### config.mk
export PLATFORM = sky130hd
export DESIGN_NAME = dma_basic_chan
export DESIGN_NICKNAME = d
export VERILOG_FILES = /design/src/rtl/dma_basic_pkg.sv /design/src/rtl/dma_addr_gen.sv /design/src/rtl/dma_cfg_regs.sv /design/src/rtl/dma_seq.sv /design/src/rtl/dma_basic_chan.sv
export SDC_FILE = /design/constraint.sdc
export NUM_CORES = 1
export LEC_CHECK = 0
export ABC_AREA = 1
export BUFFER_PORTS_ARGS = -buffer_cell sky130_fd_sc_hd__buf_4
export CELL_PAD_IN_SITES_DETAIL_PLACEMENT = 1
export CELL_PAD_IN_SITES_GLOBAL_PLACEMENT = 1
export CORE_ASPECT_RATIO = 0.75
export CORE_UTILIZATION = 30
export CTS_CLUSTER_SIZE = 24
export DETAILED_ROUTE_END_ITERATION = 7
export PLACE_DENSITY = 0.69
export SLEW_MARGIN = 10
export SYNTH_ARGS = -nofsm -noshare
export SYNTH_HDL_FRONTEND = slang
export SYNTH_SLANG_ARGS = --single-unit
### constraint.sdc
create_clock -name clk_i -period 2.75 [get_ports clk_i]
set_input_delay 0.4125 -clock clk_i [delete_from_list [all_inputs] [get_ports clk_i]]
set_output_delay 0.4125 -clock clk_i [all_outputs]
set_load 0.005 [all_outputs]
### src/rtl/dma_basic_pkg.sv
package dma_basic_pkg;
  localparam int CNT_W = 10;

  localparam logic [2:0] CYC_STOP  = 3'd0;
  localparam logic [2:0] CYC_BASIC = 3'd1;
  localparam logic [1:0] INC_NONE  = 2'd3;

  localparam logic [1:0] CFG_SRC  = 2'd0;
  localparam logic [1:0] CFG_DST  = 2'd1;
  localparam logic [1:0] CFG_CTRL = 2'd2;

  typedef struct packed {
    logic [1:0]       dst_inc;
    logic [1:0]       dst_size;
    logic [1:0]       src_inc;
    logic [1:0]       src_size;
    logic [5:0]       rsvd_hi;
    logic [3:0]       arb;
    logic [CNT_W-1:0] cnt_m1;
    logic             rsvd_lo;
    logic [2:0]       cycle;
  } ctrl_t;

  typedef enum logic [1:0] {ST_IDLE, ST_RD, ST_WR} st_e;
endpackage

### src/rtl/dma_addr_gen.sv
module dma_addr_gen
  import dma_basic_pkg::*;
#(
  parameter int AW = 32
) (
  input  logic [AW-1:0]    end_i,
  input  logic [CNT_W-1:0] cnt_m1_i,
  input  logic [1:0]       inc_i,
  output logic [AW-1:0]    addr_o
);
  logic [AW-1:0] offs;

  always_comb begin
    offs = AW'(cnt_m1_i) << inc_i;
    addr_o = (inc_i == INC_NONE) ? end_i : end_i - offs;
  end
endmodule

### src/rtl/dma_cfg_regs.sv
module dma_cfg_regs
  import dma_basic_pkg::*;
#(
  parameter int AW = 32
) (
  input  logic          clk_i,
  input  logic          rst_ni,
  input  logic          we_i,
  input  logic [1:0]    addr_i,
  input  logic [31:0]   wdata_i,
  input  logic          busy_i,
  input  logic          xfer_i,
  output logic [AW-1:0] src_end_o,
  output logic [AW-1:0] dst_end_o,
  output ctrl_t         ctrl_o,
  output logic [31:0]   rdata_o
);
  always_ff @(posedge clk_i or negedge rst_ni) begin
    if (!rst_ni) begin
      src_end_o <= '0;
      dst_end_o <= '0;
      ctrl_o    <= '0;
    end else if (xfer_i) begin
      if (ctrl_o.cnt_m1 == '0) ctrl_o.cycle  <= CYC_STOP;
      else                     ctrl_o.cnt_m1 <= ctrl_o.cnt_m1 - 1'b1;
    end else if (we_i && !busy_i) begin
      case (addr_i)
        CFG_SRC:  src_end_o <= AW'(wdata_i);
        CFG_DST:  dst_end_o <= AW'(wdata_i);
        CFG_CTRL: ctrl_o    <= ctrl_t'(wdata_i);
        default:  ;
      endcase
    end
  end

  always_comb begin
    case (addr_i)
      CFG_SRC:  rdata_o = 32'(src_end_o);
      CFG_DST:  rdata_o = 32'(dst_end_o);
      CFG_CTRL: rdata_o = 32'(ctrl_o);
      default:  rdata_o = '0;
    endcase
  end

  // non-final transfer decrements count
  p_count_dec_r5: assert property (@(posedge clk_i) disable iff (!rst_ni)
    (xfer_i && ctrl_o.cnt_m1 != '0) |=> ctrl_o.cnt_m1 == $past(ctrl_o.cnt_m1) - 1'b1);
  // end addresses hold while busy
  p_cfg_block_r8: assert property (@(posedge clk_i) disable iff (!rst_ni)
    busy_i |=> ($stable(src_end_o) && $stable(dst_end_o)));
endmodule

### src/rtl/dma_seq.sv
module dma_seq
  import dma_basic_pkg::*;
(
  input  logic             clk_i,
  input  logic             rst_ni,
  input  logic             en_i,
  input  logic             req_i,
  input  logic [2:0]       cycle_i,
  input  logic [CNT_W-1:0] cnt_m1_i,
  input  logic [3:0]       arb_i,
  output logic             busy_o,
  output logic             rd_o,
  output logic             xfer_o,
  output logic             done_o
);
  localparam int BW = CNT_W + 1;

  st_e           state;
  logic [BW-1:0] burst_left;
  logic [15:0]   pow_len, rem_len;
  logic [BW-1:0] blen;
  logic          last;

  always_comb begin
    pow_len = 16'd1 << arb_i;
    rem_len = 16'(cnt_m1_i) + 16'd1;
    blen    = (pow_len < rem_len) ? BW'(pow_len) : BW'(rem_len);
    last    = (cnt_m1_i == '0);
  end

  always_ff @(posedge clk_i or negedge rst_ni) begin
    if (!rst_ni) begin
      state      <= ST_IDLE;
      burst_left <= '0;
      done_o     <= 1'b0;
    end else begin
      done_o <= (state == ST_WR) && last;
      case (state)
        ST_IDLE: if (en_i && req_i && cycle_i == CYC_BASIC) begin
          state      <= ST_RD;
          burst_left <= blen;
        end
        ST_RD: state <= ST_WR;
        ST_WR: begin
          if (last || burst_left == BW'(1)) state <= ST_IDLE;
          else begin
            state      <= ST_RD;
            burst_left <= burst_left - 1'b1;
          end
        end
        default: state <= ST_IDLE;
      endcase
    end
  end

  assign busy_o = (state != ST_IDLE);
  assign rd_o   = (state == ST_RD);
  assign xfer_o = (state == ST_WR);

  // no start without enable and basic cycle
  p_ignore_r7: assert property (@(posedge clk_i) disable iff (!rst_ni)
    (state == ST_IDLE && !(en_i && cycle_i == CYC_BASIC)) |=> !rd_o);
  // burst never runs with an empty budget
  p_burst_cap_r4: assert property (@(posedge clk_i) disable iff (!rst_ni)
    rd_o |-> burst_left != '0);
endmodule

### src/rtl/dma_basic_chan.sv
module dma_basic_chan
  import dma_basic_pkg::*;
#(
  parameter int AW = 32
) (
  input  logic          clk_i,
  input  logic          rst_ni,
  input  logic          chan_en_i,
  input  logic          req_i,
  input  logic          cfg_we_i,
  input  logic [1:0]    cfg_addr_i,
  input  logic [31:0]   cfg_wdata_i,
  output logic [31:0]   cfg_rdata_o,
  output logic          mem_rd_o,
  output logic          mem_wr_o,
  output logic [AW-1:0] mem_addr_o,
  output logic [7:0]    mem_wdata_o,
  input  logic [7:0]    mem_rdata_i,
  output logic          done_o
);
  logic [AW-1:0] src_end, dst_end, src_addr, dst_addr;
  ctrl_t         ctrl;
  logic          busy, rd, xfer;

  dma_cfg_regs #(.AW(AW)) u_regs (
    .clk_i     (clk_i),
    .rst_ni    (rst_ni),
    .we_i      (cfg_we_i),
    .addr_i    (cfg_addr_i),
    .wdata_i   (cfg_wdata_i),
    .busy_i    (busy),
    .xfer_i    (xfer),
    .src_end_o (src_end),
    .dst_end_o (dst_end),
    .ctrl_o    (ctrl),
    .rdata_o   (cfg_rdata_o)
  );

  dma_seq u_seq (
    .clk_i    (clk_i),
    .rst_ni   (rst_ni),
    .en_i     (chan_en_i),
    .req_i    (req_i),
    .cycle_i  (ctrl.cycle),
    .cnt_m1_i (ctrl.cnt_m1),
    .arb_i    (ctrl.arb),
    .busy_o   (busy),
    .rd_o     (rd),
    .xfer_o   (xfer),
    .done_o   (done_o)
  );

  dma_addr_gen #(.AW(AW)) u_src_addr (
    .end_i    (src_end),
    .cnt_m1_i (ctrl.cnt_m1),
    .inc_i    (ctrl.src_inc),
    .addr_o   (src_addr)
  );

  dma_addr_gen #(.AW(AW)) u_dst_addr (
    .end_i    (dst_end),
    .cnt_m1_i (ctrl.cnt_m1),
    .inc_i    (ctrl.dst_inc),
    .addr_o   (dst_addr)
  );

  assign mem_rd_o    = rd;
  assign mem_wr_o    = xfer;
  assign mem_addr_o  = rd ? src_addr : dst_addr;
  assign mem_wdata_o = xfer ? mem_rdata_i : 8'h00;

  // completion implies stopped cycle, single pulse
  p_done_stop_r6: assert property (@(posedge clk_i) disable iff (!rst_ni)
    done_o |-> ctrl.cycle == CYC_STOP);
  p_done_pulse_r6: assert property (@(posedge clk_i) disable iff (!rst_ni)
    done_o |=> !done_o);
  // write follows read
  p_wr_follow_r3: assert property (@(posedge clk_i) disable iff (!rst_ni)
    mem_wr_o |-> $past(mem_rd_o));
  p_rd_then_wr_r3: assert property (@(posedge clk_i) disable iff (!rst_ni)
    mem_rd_o |=> mem_wr_o);
  // fixed destination stays on end address
  p_fixed_dst_r2: assert property (@(posedge clk_i) disable iff (!rst_ni)
    (mem_wr_o && ctrl.dst_inc == INC_NONE) |-> mem_addr_o == dst_end);
endmodule

==> out/results.ini, run 1 <==
[global_routing]
grt_pass1_wl_mm = 66.8
grt_max_degree = 65
gr-total-overflow = 0
grt_pass1_vias = 11529
grt_usage = 0.275
antenna_found_initial = 0

[finish]
final_cells = 2196
fill_cells = 3862
drive_gt1_frac = 0.368
nets = 1883
diodes = 0
syn2layout_area_growth_pct = 51.4

[power]
vdd_drop_max_mv = 0.301
powerDensity_mw_per_mm2 = 221
leakagePower_nw = 6.95

[detailed_routing]
dr.pass1.iters = 7
first_iter_violations = 649
dr_total_vias = 11711
vias_per_cell = 5.33
antenna_left = 0
wl_per_cell_um = 21.1
postRouteWirelength_mm = 46.4
drcViolationCount = 16

[worst_setup_path]
critPathCaptureType = output port
path_max_fanout = 5
path_class = reg -> out
critPathRequiredTime_ns = 2.34
rr_worst_depth = 17
startpoint_type = flop
critPathArrivalTime_ns = 3.19

[clock_network]
cts_made_buffers = 9
insertion_delay_ns = 0.38
cts-root-buf = clkbuf_16
htree_levels = 3
cts_sinks = 110
cts_buffer_depth = 2
cts_tree = yes
clk_pin_slew_ns = 0.08
hold_buffers = 0

[sta]
finalSetupTns_ns = -23.92
setup_viol = 42
hold_viol_final = 0
layout_setup_ws_ns = -0.857
tightestPinTransition_ns = 0.728
max_clock_freq_ghz = 0.277
finalCritPeriodShare = 1.31
rsz0062_at_grt = true
min_period_ns = 3.61
slew_viol_final = 0
slew_headroom = 0.510
clock_skew_ns = 0.0120

[placed_design]
dpl.cell_count = 2123
gp_congestion = 0.948
dpl_worst_slack_ns = -0.767
port_buffers = 121
dp_hpwl_mm = 34.4

[logic_synthesis]
synth_edf_count = 0
synth-seq-cells = 110
syn_area_sq_mm = 0.00939
synthCells = 1468
ys_seq_area_frac = 0.293
synthesis.nets = 1559
ys_async_sr_fraction = 1.00
synth_top_area_share = 0.293
synth.distinct_cells = 49
synth.area.top_cells = dfrtp_1 (29%), nand2_1 (16%), o21ai_0 (9.4%)
avgSynthCellArea_sq_um = 6.40
yosysWarnings = 0
synth_ff_type = dfrtp_1
yosysTopAreaCell = dfrtp_1

[flow_run]
max_cap_viol_count = 0

[floorplanning]
die_h_um = 155
dieWidth_um = 206
ioPinCount = 122
rows = 55
dieArea_sq_mm = 0.0320
start_util = 0.308
core_area_sq_mm = 0.0305

[outcome]
violations = design-rule violations, negative setup slack
outcome = finished with violations

[min_path]
hold_path.class = in -> async

==> cell type report <==
type | instances | area (sq um) | share of cell area
clock inverters | 6 | 52.6 | 0.00370
repair buffers | 373 | 3040 | 0.214
well taps | 399 | 499 | 0.0351
multi-input cells | 1100 | 6880 | 0.484
inverters | 198 | 761 | 0.0535
clock buffers | 10 | 229 | 0.0161
flip-flops and latches | 110 | 2760 | 0.194
==> final timing paths <==
check / start / to / slack [ns]
max: u_regs.ctrl_o[30] / mem_addr_o[25] / -0.86
min: rst_ni / u_regs.src_end_o[21] / 0.04
min reg2reg: u_seq.burst_left[1] / u_seq.burst_left[1] / 0.49
max in group asynchronous: rst_ni / u_seq.state[1] / 2.00
max reg2reg: u_regs.ctrl_o[5] / u_seq.burst_left[3] / -0.11
min in group clk_i: cfg_wdata_i[16] / u_regs.ctrl_o[16] / 0.27
==> power by group <==
group          internal, W  leakage (nW)  switching (W)
Sequential         0.00162          1.42              0
Combinational    0.0000810          5.40       0.000131
Clock             0.000633         0.137       0.000685
Total              0.00233          6.95       0.000816
==> critical path, stage by stage (launching register included) <==
cell and delay, ns:
dfrtp_2 0.46, clkbuf_16 0.18, o21ai_1 0.24, o21ai_1 0.11, ha_1 0.36, buf_4 0.14
nand2_4 0.06, nor2_4 0.13, nand4_1 0.10, o21ai_1 0.20, buf_4 0.21, nand2_8 0.09
inv_6 0.08, nand2_4 0.05, nand3_2 0.07, nand2_2 0.06, nand3_2 0.08, nand2_1 0.06
buf_4 0.13
==> repair_timing <==
action / 4_1_cts / 5_1_grt
cloned: 1 / 3
pin swaps: 59 / 92
setup buffers: 27 / 29
gates resized for setup: 202 / 195
setup endpoints to repair: 42 / 42
endpoints found under the hold margin: 0 / 0
==> cell usage after synthesis, types with 23 or more instances <==
cell,n
ha_1,42
clkbuf_1,43
dfrtp_1,110
o21ai_0,177
o211ai_1,23
o221ai_1,23
nand3_1,118
nand2_1,399
a21oi_1,69
nor2_1,125
inv_1,185
==> per-layer routing <==
metal  vias up  global-route usage  wire, um
met4         0              0.0977      1590
met5         -                   0         0
met3        80              0.0318      2210
li1       5484                   -         -
met2       358               0.440     21800
met1      5789               0.382     20800
==> per-stage QoR <==
stage          utilization  power, W  instance area (sq um)  hold WS [ns]
2_1_floorplan            -   0.00170                   9420         0.117
3_3_place_gp         0.397   0.00186                  12100         0.451
3_5_place_dp         0.397   0.00186                  12100         0.456
4_1_cts              0.432   0.00316                  13200        0.0535
5_1_grt              0.466   0.00323                  14200        0.0904
6_report             0.466   0.00315                  14200        0.0378
==> placed cells by master, fill, tap and decap left out, types with 27 or more instances in the layout <==
cell     Yosys  layout
dfrtp_1    110     104
buf_4        2     328
a21oi_2      1      27
a21oi_1     69      35
nand2_1    399     338
o21ai_2      0      32
o21ai_0    177     109
o21ai_1      3      29
nand3_2      0      29
nand3_1    118      85
ha_1        42      27
buf_6        4      37
nor2_1     125     104
inv_1      185     173
nand2_2      2      50
==> sequential cells by signal, summed over array words and instances (netlist names) <==
register and count:
u_regs.src_end_o 32, u_regs.dst_end_o 32, u_seq.state 2, u_seq.done_o 1
u_seq.burst_left 11, u_regs.ctrl_o 32
==> cells by family after synthesis <==
family,after synthesis,share of synthesized area
simple gates,711,0.322
compound gates,320,0.193
buf+inv,259,0.109
flops,110,0.293
fa+ha+maj,44,0.0602
xor+xnor,22,0.0205
mux,2,0.00213
Power figures use the tool's default switching activity.
==> run 2, diff against run 1 <==
--- a/config.mk
+++ b/config.mk
@@ -10,10 +10,11 @@
 export CELL_PAD_IN_SITES_DETAIL_PLACEMENT = 1
 export CELL_PAD_IN_SITES_GLOBAL_PLACEMENT = 1
 export CORE_ASPECT_RATIO = 0.75
+export CORE_MARGIN = 3
 export CORE_UTILIZATION = 30
 export CTS_CLUSTER_SIZE = 24
 export DETAILED_ROUTE_END_ITERATION = 7
-export PLACE_DENSITY = 0.69
+export PLACE_DENSITY = 0.67
 export SLEW_MARGIN = 10
 export SYNTH_ARGS = -nofsm -noshare
 export SYNTH_HDL_FRONTEND = slang
==> constraint.sdc (replaced) <==
create_clock -name clk_i -period 4.4 [get_ports clk_i]
set_input_delay 0.66 -clock clk_i [delete_from_list [all_inputs] [get_ports clk_i]]
set_output_delay 0.66 -clock clk_i [all_outputs]
set_load 0.005 [all_outputs]
==> out/results.ini, run 2 (synthesized netlist as in run 1, its figures left out) <==
[outcome]
outcome = completed

[placed_design]
gp_congestion = 0.949  ; +0.15%
dp_hpwl_mm = 31.2  ; -9.2%
port_buffers = 121  ; unchanged
place_area_sq_mm = 0.0107  ; -12%
dpl.cell_count = 1950  ; -8.1%

[finish]
fin_area_sq_mm = 0.0111  ; -22%
syn2layout_area_growth_pct = 17.8
diodes = 0  ; unchanged
fill_cells = 4008  ; +3.8%
drive_gt1_frac = 0.136  ; -0.233
nets = 1655  ; -12%
reg_top3 = u_regs.ctrl_o: 32 flops, u_regs.dst_end_o: 32 flops, u_regs.src_end_o: 32 flops
final_cells = 1968  ; -10%
layout_commonest_cell = nand2_1
final_cell_mix = nand2_1 (396), inv_1 (184), o21ai_0 (169), buf_4 (145), nor2_1 (122)

[floorplanning]
dieArea_sq_mm = 0.0335  ; +4.6%
ioPinCount = 122  ; unchanged
die_h_um = 159  ; +2.6%
start_util = 0.308  ; unchanged
rows = 55  ; unchanged
core_area_sq_mm = 0.0305  ; unchanged
dieWidth_um = 210  ; +1.9%

[sta]
slew_viol_final = 0  ; unchanged
min_period_ns = 4.17
finalCritPeriodShare = 0.947
setup_viol = 0  ; -100%
max_clock_freq_ghz = 0.240
clock_skew_ns = 0.0101  ; -0.00191 ns
slew_headroom = 0.224  ; -0.286
whs_ns = 0.333  ; +0.295 ns
hold_viol_final = 0  ; unchanged
tightestPinTransition_ns = 1.16  ; +0.432 ns

[detailed_routing]
wl_per_cell_um = 19.9  ; -6.1%
dr_total_vias = 10289  ; -12%
postRouteWirelength_mm = 39.1  ; -16%
antenna_left = 0  ; unchanged
vias_per_cell = 5.23  ; -2.0%
drcViolationCount = 0  ; -16
first_iter_violations = 742  ; +14%
dr.pass1.iters = 5  ; -2

[global_routing]
grt_pass1_wl_mm = 60.5  ; -9.5%
grt_pass1_vias = 10146  ; -12%
antenna_found_initial = 0  ; unchanged
gr-total-overflow = 0  ; unchanged
grt_usage = 0.230  ; -0.0453
grt_max_degree = 65  ; unchanged

[clock_network]
htree_levels = 3  ; unchanged
cts_buffer_depth = 2  ; unchanged
cts_tree = yes
cts-root-buf = clkbuf_16
cts_sinks = 110  ; unchanged
clk_pin_slew_ns = 0.08  ; about the same
hold_buffers = 0  ; unchanged
insertion_delay_ns = 0.38  ; about the same
cts_made_buffers = 9  ; unchanged

[worst_setup_path]
critPathRequiredTime_ns = 3.74  ; +1.40 ns
path_max_fanout = 8  ; +3
path_class = reg -> out
critPathArrivalTime_ns = 3.51  ; +0.32 ns
critPathCaptureType = output port
startpoint_type = flop

[min_path]
hold_path.class = in -> async

[power]
leakagePower_nw = 5.60  ; -19%
powerDensity_mw_per_mm2 = 178  ; -20%
vdd_drop_max_mv = 0.152  ; -49%

[flow_run]
max_cap_viol_count = 0  ; unchanged

## run 2: report_power, final
group | internal, W | switching, W
sequential | 0.00101 | 0
clock | 0.000404 | 0.000427
combinational | 0.0000488 | 0.0000797
total | 0.00146 | 0.000507
## run 2: worst max-delay path: stages, from the launching register on
cell and delay (ns):
dfrtp_1 0.45, inv_2 0.15, o21ai_0 0.29, o21ai_0 0.12, ha_1 0.35, a21oi_1 0.26, o21ai_0 0.16, a21oi_1 0.13
o21ai_0 0.09, buf_4 0.16, nand2_1 0.20, nand3_1 0.18, nor2_1 0.13, nand2_1 0.06, nand3_1 0.14, nand2_1 0.09
buf_4 0.15
## run 2: final cells by class
type	instances	area, sq um	share of cell area
clock buffer	10	239	0.0216
timing repair buffer	146	1110	0.100
multi-input combinational	1099	5660	0.512
inverter	198	752	0.0680
clock inverter	6	43.8	0.00396
sequential	110	2760	0.250
tap	399	499	0.0451
## run 2: repair_timing
action / in CTS / in global routing
endpoints found under the setup margin: 3 / 24
cloned: 0 / 0
setup buffers: 0 / 2
pin swaps: 0 / 1
resized for setup: 1 / 22
endpoints found under the hold margin: 0 / 0
## run 2: per-stage QoR
step                      worst slack (ns)   util  power (W)  TNS (ns)
after floorplan                       1.18      -    0.00106         0
after global placement               0.432  0.351    0.00116         0
after detailed placement             0.342  0.351    0.00116         0
after CTS                           0.0122  0.361    0.00200         0
after global routing              -0.00312  0.363    0.00204  -0.00312
final                                0.234  0.363    0.00197         0
## run 2: metal layers
metal | GRT usage | share of wire | up-vias | wire (um)
li1 | - | - | 5025 | -
met1 | 0.341 | 0.50 | 4987 | 19600
met2 | 0.354 | 0.44 | 245 | 17100
met3 | 0.0295 | 0.044 | 32 | 1700
met4 | 0.0573 | 0.019 | 0 | 725
met5 | 0 | 0 | - | 0
## run 2: final timing paths
path,start,end,slack [ns],cells past startpoint
worst min-delay path,rst_ni,u_regs.ctrl_o[24],0.33,1
min in group clk_i,u_seq.burst_left[1],u_seq.burst_left[1],0.49,2
worst min register to register,u_seq.burst_left[1],u_seq.burst_left[1],0.49,2
worst max register to register,u_regs.ctrl_o[5],u_seq.burst_left[6],0.91,14
worst max-delay path,u_regs.ctrl_o[12],mem_addr_o[17],0.23,16
max in group asynchronous,rst_ni,u_seq.burst_left[4],3.13,2
==> run 3, diff against run 2 <==
--- a/config.mk
+++ b/config.mk
@@ -5,7 +5,7 @@
 export SDC_FILE = /design/constraint.sdc
 export NUM_CORES = 1
 export LEC_CHECK = 0
-export ABC_AREA = 1
+export ABC_AREA = 0
 export BUFFER_PORTS_ARGS = -buffer_cell sky130_fd_sc_hd__buf_4
 export CELL_PAD_IN_SITES_DETAIL_PLACEMENT = 1
 export CELL_PAD_IN_SITES_GLOBAL_PLACEMENT = 1
@@ -14,7 +14,7 @@
 export CORE_UTILIZATION = 30
 export CTS_CLUSTER_SIZE = 24
 export DETAILED_ROUTE_END_ITERATION = 7
-export PLACE_DENSITY = 0.67
+export PLACE_DENSITY = 0.64
 export SLEW_MARGIN = 10
 export SYNTH_ARGS = -nofsm -noshare
 export SYNTH_HDL_FRONTEND = slang
==> out/results.ini, run 3 <==
[placed_design]
dpl.cell_count = 1584  ; -19%
port_buffers = 121  ; unchanged
dp_hpwl_mm = 27.8  ; -11%
place_area_sq_mm = 0.0106  ; -1.1%
gp_congestion = 0.891  ; -6.2%

[clock_network]
cts_buffer_depth = 2  ; unchanged
cts_sinks = 110  ; unchanged
insertion_delay_ns = 0.35  ; -0.03 ns
htree_levels = 3  ; unchanged
cts-root-buf = clkbuf_16
hold_buffers = 0  ; unchanged
clk_pin_slew_ns = 0.08  ; about the same
cts_made_buffers = 9  ; unchanged
cts_tree = yes

[worst_setup_path]
path_class = reg -> out
critPathRequiredTime_ns = 3.74  ; about the same
cp_cell_sequence = mux2_2 > nor2_1 > a21oi_1 > inv_1 > ha_1 > a211o_1 > or3_1 > o221ai_4 > and2_4 > nor2_1 > or3_1 > a22oi_1 > buf_4
path_max_fanout = 8  ; unchanged
cp_slowest_cell = dfrtp_2
critPathCaptureType = output port
startpoint_type = flop
critPathArrivalTime_ns = 3.61  ; +0.10 ns
max_stage_delay_ns = 0.46  ; about the same

[power]
clkPwrFrac = 0.111  ; -0.311
vdd_drop_max_mv = 0.215  ; +42%
switchingPower_w = 0.00342  ; +570%
power.share.switching = 0.480  ; +0.223
powerDensity_mw_per_mm2 = 651  ; +270%
p_int_w = 0.00370  ; +150%
combPwrFrac = 0.636  ; +0.571
p_seq_frac = 0.253  ; -0.260
leakagePower_nw = 4.81  ; -14%

[logic_synthesis]
synthesis.nets = 1193  ; -23%
avgSynthCellArea_sq_um = 8.30  ; +30%
synth-seq-cells = 110  ; unchanged
synth.distinct_cells = 74  ; +51%
ys_seq_area_frac = 0.301  ; +0.00782
ys_async_sr_fraction = 1.00  ; unchanged
synth_edf_count = 0  ; unchanged
synth_ff_type = dfrtp_1
synth_most_common_cell = nand2_1
yosysWarnings = 0  ; unchanged
synth_top_area_share = 0.301  ; +0.00782
synth_commonest_cells = nand2_1 (179), dfrtp_1 (110), o21ai_0 (82), mux2_2 (68), a21oi_1 (64)
synth.area.top_cells = dfrtp_1 (30%), mux2_2 (8.4%), nand2_1 (7.3%)
synthCells = 1102  ; -25%
yosysTopAreaCell = dfrtp_1
syn_area_sq_mm = 0.00915  ; -2.6%

[floorplanning]
start_util = 0.310  ; +0.00175
die_h_um = 157  ; -1.3%
dieWidth_um = 208  ; -1.3%
rows = 54  ; -1.8%
ioPinCount = 122  ; unchanged
core_area_sq_mm = 0.0295  ; -3.1%
dieArea_sq_mm = 0.0326  ; -2.5%

[detailed_routing]
dr.pass1.iters = 5  ; unchanged
drcViolationCount = 0  ; unchanged
postRouteWirelength_mm = 35.7  ; -8.6%
vias_per_cell = 5.47  ; +4.6%
wl_per_cell_um = 22.3  ; +12%
antenna_left = 0  ; unchanged
first_iter_violations = 645  ; -13%
dr_total_vias = 8759  ; -15%

[sta]
finalSetupTns_ns = 0  ; unchanged
setup_viol = 0  ; unchanged
rsz0062_at_grt = false
tightestPinTransition_ns = 1.00  ; -0.158 ns
hold_viol_final = 0  ; unchanged
min_period_ns = 4.27  ; +0.108 ns
slew_headroom = 0.332  ; +0.108
max_clock_freq_ghz = 0.234  ; -2.5%
finalCritPeriodShare = 0.972  ; +0.0246
slew_viol_final = 0  ; unchanged
clock_skew_ns = 0.0109  ; +0.000855 ns

[finish]
syn2layout_area_growth_pct = 19.6
drive_gt1_frac = 0.237  ; +0.102
nets = 1296  ; -22%
layout_commonest_cell = nand2_1
reg_top3 = u_regs.ctrl_o: 32 flops, u_regs.dst_end_o: 32 flops, u_regs.src_end_o: 32 flops
fin_area_sq_mm = 0.0109  ; -1.1%
diodes = 0  ; unchanged
final_cell_mix = nand2_1 (179), buf_4 (163), dfrtp_1 (104), o21ai_0 (79), mux2_2 (68)
final_cells = 1601  ; -19%

[flow_run]
max_cap_viol_count = 0  ; unchanged

[global_routing]
grt_pass1_vias = 8745  ; -14%
antenna_found_initial = 1  ; +1
gr-total-overflow = 0  ; unchanged
grt_usage = 0.213  ; -0.0169
grt_max_degree = 69  ; +6.2%
grt_pass1_wl_mm = 54.2  ; -10%

[min_path]
hold_path.class = in -> async

[outcome]
outcome = completed

## run 3: through the flow
step | utilization | total power, W | setup slack, ns | hold WS, ns
final | 0.371 | 0.00712 | 0.125 | 0.441
after floorplan | - | 0.00447 | 0.380 | 0.364
after global placement | 0.359 | 0.00617 | 0.265 | 0.457
after global routing | 0.371 | 0.00772 | 0.000773 | 0.501
after CTS | 0.368 | 0.00708 | 0.00786 | 0.485
after detailed placement | 0.359 | 0.00625 | 0.285 | 0.466
## run 3: cell families after synthesis
kind of cell,synth area share
adder cells (fa/ha/maj),0.0618
AO/OA/AOI/OAI,0.178
XOR/XNOR,0.0555
flip-flops,0.301
multiplexers,0.149
buffers and inverters,0.0453
AND/OR/NAND/NOR,0.209
## run 3: per-layer routing
layer,wire length (um),up-vias,part of all wire,global-route usage
met5,9,-,0.00025,0
met4,320,2,0.0090,0.0314
met3,2160,24,0.060,0.0408
met2,14700,212,0.41,0.308
met1,18500,4393,0.52,0.333
li1,-,4128,-,-
## run 3: area by class of cell
cell class              instances  area [sq um]
clock inverters                 4          32.5
multi-input cells             883          6050
flip-flops and latches        110          2760
fillers                      3513         18600
clock buffers                  11           243
well taps                     392           490
repair buffers                163          1220
inverters                      38           143
## run 3: power groups by stage
stage	Clock [W]	Combinational [W]	Sequential, W
2_1_floorplan	0	0.00296	0.00151
6_report	0.000790	0.00453	0.00180
3_3_place_gp	0	0.00439	0.00179
4_1_cts	0.000811	0.00448	0.00178
5_1_grt	0.000850	0.00502	0.00184
3_5_place_dp	0	0.00445	0.00180
## run 3: critical path: cells and delay by family, from the launching register on
kind                     cells  cell delay (ns)
AO/OA/AOI/OAI                4             0.87
AND/OR/NAND/NOR              5             1.12
multiplexers                 1             0.26
adder cells (fa/ha/maj)      1             0.33
buffers and inverters        2             0.22
flip-flops                   1             0.46
## run 3: final timing paths
check	start	endpoint	slack [ns]	cells past startpoint
setup / recovery	u_regs.ctrl_o[31]	mem_addr_o[12]	0.13	13
hold / removal	rst_ni	u_regs.src_end_o[19]	0.44	1
setup reg to reg	u_regs.ctrl_o[6]	u_seq.burst_left[5]	0.73	13
hold reg to reg	u_regs.ctrl_o[18]	u_regs.ctrl_o[18]	0.49	2
max in group asynchronous	rst_ni	u_regs.dst_end_o[27]	3.05	2
min in group clk_i	u_regs.ctrl_o[18]	u_regs.ctrl_o[18]	0.49	2
## run 3: repair_timing
item                                    4_1_cts  5_1_grt
hold endpoints to repair                      0        0
resized for setup                             4       17
pin swaps                                     0        1
setup buffers                                 0        2
endpoints found under the setup margin       11       22
